==> config.mk <==
export PLATFORM = sky130hd
export DESIGN_NAME = spictl_regs
export DESIGN_NICKNAME = d
export VERILOG_FILES = /design/src/rtl/spictl_pkg.sv /design/src/rtl/spictl_fifo.sv /design/src/rtl/spictl_ctrl.sv /design/src/rtl/spictl_dpath.sv /design/src/rtl/spictl_regs.sv
export SDC_FILE = /design/constraint.sdc
export NUM_CORES = 2
export LEC_CHECK = 0
export ABC_CLOCK_PERIOD_IN_PS = 6900
export BUFFER_PORTS_ARGS = -buffer_cell sky130_fd_sc_hd__buf_2
export CORE_MARGIN = 1
export CORE_UTILIZATION = 35
export CTS_CLUSTER_SIZE = 20
export DETAILED_ROUTE_END_ITERATION = 10
export SLEW_MARGIN = 15
export SYNTH_ARGS = -nofsm -noshare
export SYNTH_HDL_FRONTEND = slang
export SYNTH_SLANG_ARGS = --single-unit
==> constraint.sdc <==
create_clock -name clk -period 6.9 [get_ports clk]
set_clock_uncertainty 0.2 [all_clocks]
set_input_delay 0.69 -clock clk [delete_from_list [all_inputs] [get_ports clk]]
set_output_delay 0.69 -clock clk [all_outputs]
set_load 0.005 [all_outputs]
==> src/rtl/spictl_pkg.sv <==
package spictl_pkg;
  localparam int DATA_W   = 32;
  localparam int NUM_CS   = 4;
  localparam int SEL_W    = $clog2(NUM_CS);
  localparam int NUM_GEN  = 5;
  localparam int NUM_REGS = 10;

  localparam int CTRL_EN       = 0;
  localparam int CTRL_XCH      = 2;
  localparam int CTRL_IMM      = 3;
  localparam int CTRL_MODE_LSB = 4;
  localparam int CTRL_SEL_LSB  = 18;

  localparam int ST_TXE  = 0;
  localparam int ST_TDR  = 1;
  localparam int ST_TXF  = 2;
  localparam int ST_RXR  = 3;
  localparam int ST_RXF  = 5;
  localparam int ST_OVF  = 6;
  localparam int ST_DONE = 7;

  localparam logic [DATA_W-1:0] RX_EMPTY_WORD = 32'hDEAD_BEEF;

  typedef enum logic [3:0] {
    SEL_RX = 4'd0, SEL_TX = 4'd1, SEL_CTRL = 4'd2, SEL_CFG = 4'd3,
    SEL_INTEN = 4'd4, SEL_DMA = 4'd5, SEL_STAT = 4'd6, SEL_PERIOD = 4'd7,
    SEL_TEST = 4'd8, SEL_MSG = 4'd9, SEL_NONE = 4'd15
  } regSel_e;

  typedef struct packed {
    logic en;
    logic xch;
    logic imm;
    logic master;
  } ctrlFlags_t;

  typedef struct packed {
    logic               wrCtrl;
    logic [NUM_GEN-1:0] wrGen;
    logic               wrStat;
    logic               txPush;
    logic               rxPop;
    logic               softRst;
    logic               csDrive;
    logic               startReq;
    logic               rdEn;
    regSel_e            rdSel;
  } strobes_t;

  // plain register k sits at this selector (status interrupts the run)
  function automatic regSel_e genSel(input int k);
    return (k < 3) ? regSel_e'(4'(3 + k)) : regSel_e'(4'(4 + k));
  endfunction

  function automatic ctrlFlags_t decodeCtrl(input logic [DATA_W-1:0] c);
    ctrlFlags_t f;
    logic [NUM_CS-1:0] mode;
    logic [SEL_W-1:0]  sel;
    mode     = c[CTRL_MODE_LSB +: NUM_CS];
    sel      = c[CTRL_SEL_LSB +: SEL_W];
    f.en     = c[CTRL_EN];
    f.xch    = c[CTRL_XCH];
    f.imm    = c[CTRL_IMM];
    f.master = mode[sel];
    return f;
  endfunction
endpackage

==> src/rtl/spictl_fifo.sv <==
module spictl_fifo #(
  parameter int WIDTH = 32,
  parameter int DEPTH = 64
) (
  input  logic             clk,
  input  logic             rstN,
  input  logic             flush,
  input  logic             push,
  input  logic             pop,
  input  logic [WIDTH-1:0] din,
  output logic [WIDTH-1:0] dout,
  output logic             empty,
  output logic             full
);
  localparam int AW = (DEPTH > 1) ? $clog2(DEPTH) : 1;
  localparam int CW = $clog2(DEPTH + 1);

  logic [WIDTH-1:0] mem [DEPTH];
  logic [AW-1:0]    wrPtr, rdPtr;
  logic [CW-1:0]    count;
  logic             wrOk, rdOk;

  assign empty = (count == '0);
  assign full  = (count == CW'(DEPTH));
  assign wrOk  = push && !full;
  assign rdOk  = pop && !empty;
  assign dout  = mem[rdPtr];

  function automatic logic [AW-1:0] nextPtr(input logic [AW-1:0] p);
    return (p == AW'(DEPTH - 1)) ? '0 : p + AW'(1);
  endfunction

  always_ff @(posedge clk) begin
    if (wrOk) mem[wrPtr] <= din;
  end

  always_ff @(posedge clk or negedge rstN) begin
    if (!rstN) begin
      wrPtr <= '0;
      rdPtr <= '0;
      count <= '0;
    end else if (flush) begin
      wrPtr <= '0;
      rdPtr <= '0;
      count <= '0;
    end else begin
      if (wrOk) wrPtr <= nextPtr(wrPtr);
      if (rdOk) rdPtr <= nextPtr(rdPtr);
      if (wrOk && !rdOk)      count <= count + CW'(1);
      else if (rdOk && !wrOk) count <= count - CW'(1);
    end
  end
endmodule

==> src/rtl/spictl_ctrl.sv <==
module spictl_ctrl
  import spictl_pkg::*;
#(
  parameter int ADDR_W = 12
) (
  input  logic              [ADDR_W-3:0] busIdx,
  input  logic                           busWr,
  input  logic                           busRd,
  input  ctrlFlags_t                     wdFlags,
  input  ctrlFlags_t                     curFlags,
  input  logic                           txFull,
  input  logic                           txEmpty,
  input  logic                           rxEmpty,
  output strobes_t                       stb
);
  localparam int IDX_W = ADDR_W - 2;

  regSel_e            sel;
  logic [NUM_GEN-1:0] wrGenV;
  logic               en, wrCtrlHit, txPushV, ctrlStart, txStart;

  assign en  = curFlags.en;
  assign sel = (busIdx < IDX_W'(NUM_REGS)) ? regSel_e'(busIdx[3:0]) : SEL_NONE;

  for (genvar g = 0; g < NUM_GEN; g++) begin : g_gen_wr
    assign wrGenV[g] = busWr && en && (sel == genSel(g));
  end

  assign wrCtrlHit = busWr && (sel == SEL_CTRL);
  assign txPushV   = busWr && en && (sel == SEL_TX) && !txFull;

  // start conditions of a control write judged on the written value
  assign ctrlStart = wrCtrlHit && wdFlags.en && wdFlags.master &&
                     ((wdFlags.xch && !curFlags.xch && !wdFlags.imm) ||
                      (wdFlags.imm && !curFlags.imm && !txEmpty));
  assign txStart   = txPushV && curFlags.master && curFlags.imm;

  always_comb begin
    stb          = '0;
    stb.wrCtrl   = wrCtrlHit;
    stb.wrGen    = wrGenV;
    stb.wrStat   = busWr && en && (sel == SEL_STAT);
    stb.txPush   = txPushV;
    stb.rxPop    = busRd && en && (sel == SEL_RX) && !rxEmpty;
    stb.softRst  = wrCtrlHit && !wdFlags.en;
    stb.csDrive  = wrCtrlHit && wdFlags.en && wdFlags.master;
    stb.startReq = ctrlStart || txStart;
    stb.rdEn     = busRd;
    stb.rdSel    = sel;
  end
endmodule

==> src/rtl/spictl_dpath.sv <==
module spictl_dpath
  import spictl_pkg::*;
#(
  parameter int FIFO_DEPTH = 64
) (
  input  logic                clk,
  input  logic                rstN,
  input  strobes_t            stb,
  input  logic [DATA_W-1:0]   busWdata,
  input  logic                engTxPop,
  input  logic                engRxPush,
  input  logic [DATA_W-1:0]   engRxData,
  input  logic                engDone,
  output logic [DATA_W-1:0]   busRdata,
  output logic [NUM_CS-1:0]   csN,
  output logic                irq,
  output logic                xferReq,
  output logic [DATA_W-1:0]   engTxData,
  output logic                engTxAvail,
  output ctrlFlags_t          curFlags,
  output logic                txFull,
  output logic                txEmpty,
  output logic                rxEmpty
);
  logic [DATA_W-1:0] ctrlReg;
  logic [DATA_W-1:0] genReg [NUM_GEN];
  logic [DATA_W-1:0] rxHead, statusVal, rdVal;
  logic              rxFull, stTdr, stOvf, stDone, rxDrop;
  logic [SEL_W-1:0]  wSel;

  assign curFlags = decodeCtrl(ctrlReg);
  assign wSel     = busWdata[CTRL_SEL_LSB +: SEL_W];
  assign rxDrop   = engRxPush && rxFull;

  spictl_fifo #(.WIDTH(DATA_W), .DEPTH(FIFO_DEPTH)) u_txFifo (
    .clk(clk), .rstN(rstN), .flush(stb.softRst), .push(stb.txPush),
    .pop(engTxPop), .din(busWdata), .dout(engTxData),
    .empty(txEmpty), .full(txFull));

  spictl_fifo #(.WIDTH(DATA_W), .DEPTH(FIFO_DEPTH)) u_rxFifo (
    .clk(clk), .rstN(rstN), .flush(stb.softRst), .push(engRxPush),
    .pop(stb.rxPop), .din(engRxData), .dout(rxHead),
    .empty(rxEmpty), .full(rxFull));

  assign engTxAvail = !txEmpty;

  always_comb begin
    statusVal          = '0;
    statusVal[ST_TXE]  = txEmpty;
    statusVal[ST_TDR]  = stTdr;
    statusVal[ST_TXF]  = txFull;
    statusVal[ST_RXR]  = !rxEmpty;
    statusVal[ST_RXF]  = rxFull;
    statusVal[ST_OVF]  = stOvf;
    statusVal[ST_DONE] = stDone;
  end

  assign irq = |(statusVal & genReg[1]);

  always_comb begin
    unique case (stb.rdSel)
      SEL_RX:     rdVal = !curFlags.en ? '0 : (rxEmpty ? RX_EMPTY_WORD : rxHead);
      SEL_CTRL:   rdVal = ctrlReg;
      SEL_STAT:   rdVal = statusVal;
      SEL_CFG:    rdVal = genReg[0];
      SEL_INTEN:  rdVal = genReg[1];
      SEL_DMA:    rdVal = genReg[2];
      SEL_PERIOD: rdVal = genReg[3];
      SEL_TEST:   rdVal = genReg[4];
      default:    rdVal = '0;
    endcase
  end

  for (genvar g = 0; g < NUM_GEN; g++) begin : g_gen_reg
    always_ff @(posedge clk or negedge rstN) begin
      if (!rstN)               genReg[g] <= '0;
      else if (stb.softRst)    genReg[g] <= '0;
      else if (stb.wrGen[g])   genReg[g] <= busWdata;
    end
  end

  always_ff @(posedge clk or negedge rstN) begin
    if (!rstN) begin
      ctrlReg  <= '0;
      stTdr    <= 1'b1;
      stOvf    <= 1'b0;
      stDone   <= 1'b0;
      csN      <= '1;
      xferReq  <= 1'b0;
      busRdata <= '0;
    end else begin
      xferReq <= stb.startReq;
      if (stb.rdEn) busRdata <= rdVal;
      if (stb.wrCtrl) ctrlReg <= busWdata;
      if (stb.softRst) begin
        stTdr  <= 1'b1;
        stOvf  <= 1'b0;
        stDone <= 1'b0;
        csN    <= '1;
      end else begin
        if (stb.csDrive) csN <= ~(NUM_CS'(1) << wSel);
        if (rxDrop)                                   stOvf <= 1'b1;
        else if (stb.wrStat && busWdata[ST_OVF])      stOvf <= 1'b0;
        if (engDone)                                  stDone <= 1'b1;
        else if (stb.wrStat && busWdata[ST_DONE])     stDone <= 1'b0;
      end
    end
  end
endmodule

==> src/rtl/spictl_regs.sv <==
module spictl_regs
  import spictl_pkg::*;
#(
  parameter int ADDR_W     = 12,
  parameter int FIFO_DEPTH = 64
) (
  input  logic                clk,
  input  logic                rstN,
  input  logic [ADDR_W-1:0]   busAddr,
  input  logic                busWr,
  input  logic                busRd,
  input  logic [DATA_W-1:0]   busWdata,
  output logic [DATA_W-1:0]   busRdata,
  output logic                irq,
  output logic [NUM_CS-1:0]   csN,
  output logic                xferReq,
  output logic [DATA_W-1:0]   engTxData,
  output logic                engTxAvail,
  input  logic                engTxPop,
  input  logic [DATA_W-1:0]   engRxData,
  input  logic                engRxPush,
  input  logic                engDone
);
  strobes_t   stb;
  ctrlFlags_t curFlags, wdFlags;
  logic       txFull, txEmpty, rxEmpty, ctrlEn;

  assign wdFlags = decodeCtrl(busWdata);
  assign ctrlEn  = curFlags.en;

  spictl_ctrl #(.ADDR_W(ADDR_W)) u_ctrl (
    .busIdx(busAddr[ADDR_W-1:2]), .busWr(busWr), .busRd(busRd),
    .wdFlags(wdFlags), .curFlags(curFlags), .txFull(txFull),
    .txEmpty(txEmpty), .rxEmpty(rxEmpty), .stb(stb));

  spictl_dpath #(.FIFO_DEPTH(FIFO_DEPTH)) u_dpath (
    .clk(clk), .rstN(rstN), .stb(stb), .busWdata(busWdata),
    .engTxPop(engTxPop), .engRxPush(engRxPush), .engRxData(engRxData),
    .engDone(engDone), .busRdata(busRdata), .csN(csN), .irq(irq),
    .xferReq(xferReq), .engTxData(engTxData), .engTxAvail(engTxAvail),
    .curFlags(curFlags), .txFull(txFull), .txEmpty(txEmpty),
    .rxEmpty(rxEmpty));
endmodule

==> flow_metrics.env <==
export IMPL_powerDensity_mw_per_mm2=323
export IMPL_status="finished clean"
export IMPL_criticalPathCategory="register to primary output"
export IMPL_drcViolationCount=0
export IMPL_cap_viol_max_count=0
export IMPL_ys_flop_type="edfxtp_1"
export IMPL_cts_tree="built"
export IMPL_grtUsageTotal=0.189
export IMPL_ys_warn_count=0
export IMPL_p_sw_w=0.0167
export IMPL_hpwl_um=272000
export IMPL_p_comb_frac=0.157
export IMPL_p_leak_nw=60.8
export IMPL_fp_dieW_um=699
export IMPL_fp_dieH_um=699
export IMPL_htree_levels=5
export IMPL_arrival_ps=5490
export IMPL_post_place_ws_ps=1360
export IMPL_antenna_found_initial=57
export IMPL_ir_drop_mv=0.329
export IMPL_met3_usage=0.0354
export IMPL_ant_nets=0
export IMPL_overflow=0
export IMPL_global_route_peak_usage_layer="met2"
export IMPL_nets=8848
export IMPL_hold_path_class="input pin to register"
export IMPL_drt_wl_total_um=476000
export IMPL_crit_chain="nand2b_4, o221ai_1, o22ai_1, a211oi_1, a21oi_1, o21ai_0, buf_2"
export IMPL_met1_usage=0.255
export IMPL_synth_edff_count=4096
export IMPL_root_buffer="clkbuf_16"
export IMPL_pwr_share_seq=0.475
export IMPL_maxSlewHeadroom=0.0967
export IMPL_synth_cell_type_count=77
export IMPL_start_kind="register"
export IMPL_setup_viol=0
export IMPL_grt_pass1_vias=87200
export IMPL_post_route_period_util=0.925
export IMPL_crit_fanout=54
export IMPL_syn_area_per_cell_um2=20.4
export IMPL_rsz0062_at_grt="no"
export IMPL_required_ps=6010
export IMPL_fillers=42200
export IMPL_crit_family="compound AO/OA/AOI/OAI gates"
export IMPL_grt_pass1_wl_um=664000
export IMPL_slew_violations=0
export IMPL_clock_sinks=4365
export IMPL_worst_path_buf_inv=1
export IMPL_yosysSeqAreaShare=0.762
export IMPL_holdWs_ps=32.0
export IMPL_core_area_mm2=0.483
export IMPL_p_clk_frac=0.368
export IMPL_synthCells=8327
export IMPL_p_int_w=0.0462
export IMPL_max_stage_delay_ps=1140
export IMPL_drtIter0Drc=11300
export IMPL_grt_start_max_net_pins=144
export IMPL_synth_seq_cells=4365
export IMPL_drt_wirelength_per_cell_um=30.6
export IMPL_finalWorstSetupSlack_ps=520
export IMPL_hold_viol=0
export IMPL_ios=154
export IMPL_synth_nets=8428
export IMPL_gp_congestion=0.806
export IMPL_setup_tns_ps=0
export IMPL_worst_setup_path_end_kind="primary output"
export IMPL_post_route_min_period_ps=6380
export IMPL_switching_share=0.266
export IMPL_fin_util=0.402
export IMPL_initial_core_util=0.352
export IMPL_max_freq_mhz=157
export IMPL_clock_path_buffers=4
export IMPL_rows=255
export IMPL_worst_pin_slew_ps=1340
export IMPL_num_vias=87100
export IMPL_post_cts_setup_buffers=0
export IMPL_drtPass1Iterations=8
export IMPL_vias_per_cell=5.60
export IMPL_cts_buffers=426
export IMPL_io_buffers=151
export IMPL_clk_pin_slew_ps=60
export IMPL_area_delta_synth_final_pct=14.3
export IMPL_cts_resized=0
export IMPL_crit_slowest_cell="dfrtp_4"
export IMPL_syn_area_mm2=0.170
export IMPL_clk_latency_ps=1010
export IMPL_p_total_w=0.0629
export IMPL_grtUsageMet2=0.313
export IMPL_die_area_mm2=0.489
export IMPL_drive_gt1_frac=0.250
export IMPL_cts_hold_buffers=6
export IMPL_async_flop_share=0.0616
## flip-flops by register name, summed over array words and instances (netlist names)
name	cells
u_dpath.ctrlReg	32
u_dpath.stDone	1
u_dpath.u_rxFifo.count	7
u_dpath.u_txFifo.rdPtr	6
u_dpath.u_txFifo.count	7
u_dpath.busRdata	32
u_dpath.u_rxFifo.wrPtr	6
u_dpath.genReg	160
u_dpath.u_rxFifo.mem	2048
u_dpath.xferReq	1
u_dpath.u_rxFifo.rdPtr	6
u_dpath.u_txFifo.mem	2048
u_dpath.stOvf	1
u_dpath.u_txFifo.wrPtr	6
u_dpath.csN	4
## stage by stage
step	instances	instance area [um2]
5_1_grt	15500	194000
3_5_place_dp	14700	180000
6_report	15600	194000
3_3_place_gp	14700	180000
2_1_floorplan	8327	170000
4_1_cts	15500	194000
## cells in the mapped netlist (all sizes together), types with 11 or more instances
cell	count	area [um2]
edfxtp	4096	123000
mux4	928	20900
mux2i	592	5930
nor2	360	1350
nand2	320	1200
a21oi	276	1380
buf	273	1640
dfrtp	265	6630
clkbuf	221	830
a22oi	142	1070
o21ai	138	691
o22ai	125	782
o221ai	87	762
mux2	81	912
nand3	49	255
nor2b	32	200
inv	28	105
a31oi	24	150
a211oi	23	173
nor3	22	125
a221oi	18	158
ha	16	200
and2	14	87.6
nand2b	12	82.6
or2	12	75.1
a221o	11	110
o211ai	11	82.6
o31ai	11	82.6
or3	11	68.8
## worst register-to-register path, cell delays in order, from the launching register on
cell and delay (ps):
dfrtp_4 790, buf_4 500, mux4_2 580, a22o_1 240
a221oi_1 410, o21ai_0 490, nor3_1 1080, o21ai_0 190
## power groups by stage
stage | clock network, W | registers [W] | logic (W)
after floorplan | 0 | 0.0301 | 0.00552
after global placement | 0 | 0.0304 | 0.00988
after detailed placement | 0 | 0.0305 | 0.00996
after CTS | 0.0235 | 0.0299 | 0.00999
after global routing | 0.0244 | 0.0299 | 0.0103
final | 0.0231 | 0.0299 | 0.00986
## layout by cell type (no fill, tap or decap), types with 9 or more instances in the layout
cell type     n
nor2_4      129
o221ai_1     87
diode_2      23
o21ai_0     137
nor2_1      228
nand2_1     318
dfrtp_1     255
a22oi_1     142
mux2_2       81
and2_1       11
nor3_1       17
a31oi_1      24
nand2b_1      9
nor2b_1      27
o211ai_1     11
clkinv_2     75
a21oi_1     276
buf_4       305
o22ai_1     125
mux4_2      928
clkbuf_8     21
inv_1        28
clkbuf_1    104
mux2i_1     592
a221oi_1     18
o31ai_1      11
clkbuf_16   431
nand3b_1     10
edfxtp_1   4096
or2_2        12
or3_1        10
inv_6        11
a221o_1      11
buf_12       27
ha_1         16
bufinv_16    37
clkinv_1     84
a211oi_1     23
nand3_1      47
buf_2       142
## per-layer routing
layer | up-vias | share of wire | routed length, um
met1 | 46900 | 0.40 | 189000
met4 | 28 | 0.033 | 15500
met2 | 3997 | 0.48 | 231000
met5 | - | 0.00041 | 195
li1 | 35300 | - | -
met3 | 820 | 0.085 | 40400
## final cells by class
class,count,area [um2],share of cell area
Sequential cell,4365,130000,0.667
Clock inverter,232,2340,0.0120
Tap cell,6425,8040,0.0413
Clock buffer,556,11500,0.0590
Multi-Input combinational cell,3439,39000,0.200
Antenna cell,23,57.6,0.000296
Inverter,29,109,0.000560
Timing Repair Buffer,486,3720,0.0191
## final timing paths
check	start	end	slack (ps)	cells after the start
max	u_dpath.u_txFifo.rdPtr[2]$_DFFE_PN0P_	engTxData[26]	520	7
min	engRxData[27]	u_dpath.u_rxFifo.mem[1][27]$_DFFE_PP_	30	1
max reg2reg	u_dpath.u_rxFifo.rdPtr[0]$_DFFE_PN0P_	u_dpath.busRdata[29]$_DFFE_PN0P_	2250	7
min reg2reg	u_dpath.ctrlReg[30]$_DFFE_PN0P_	u_dpath.ctrlReg[30]$_DFFE_PN0P_	270	2
max in group asynchronous	rstN	u_dpath.genReg[121]$_DFFE_PN0P_	4930	3
min in group asynchronous	rstN	u_dpath.busRdata[27]$_DFFE_PN0P_	80	2
## kinds of logic (layout without fill, tap and decap cells)
logic type,Yosys count,after routing,share of synthesized area
AO/OA/AOI/OAI,923,923,0.0349
XOR/XNOR,15,15,0.000816
adder cells (fa/ha/maj),18,18,0.00141
buffers and inverters,523,1303,0.0152
flip-flops,4365,4365,0.762
multiplexers,1601,1601,0.163
other,0,23,0
AND/OR/NAND/NOR,882,882,0.0226
(Power assumes the default switching activity.)
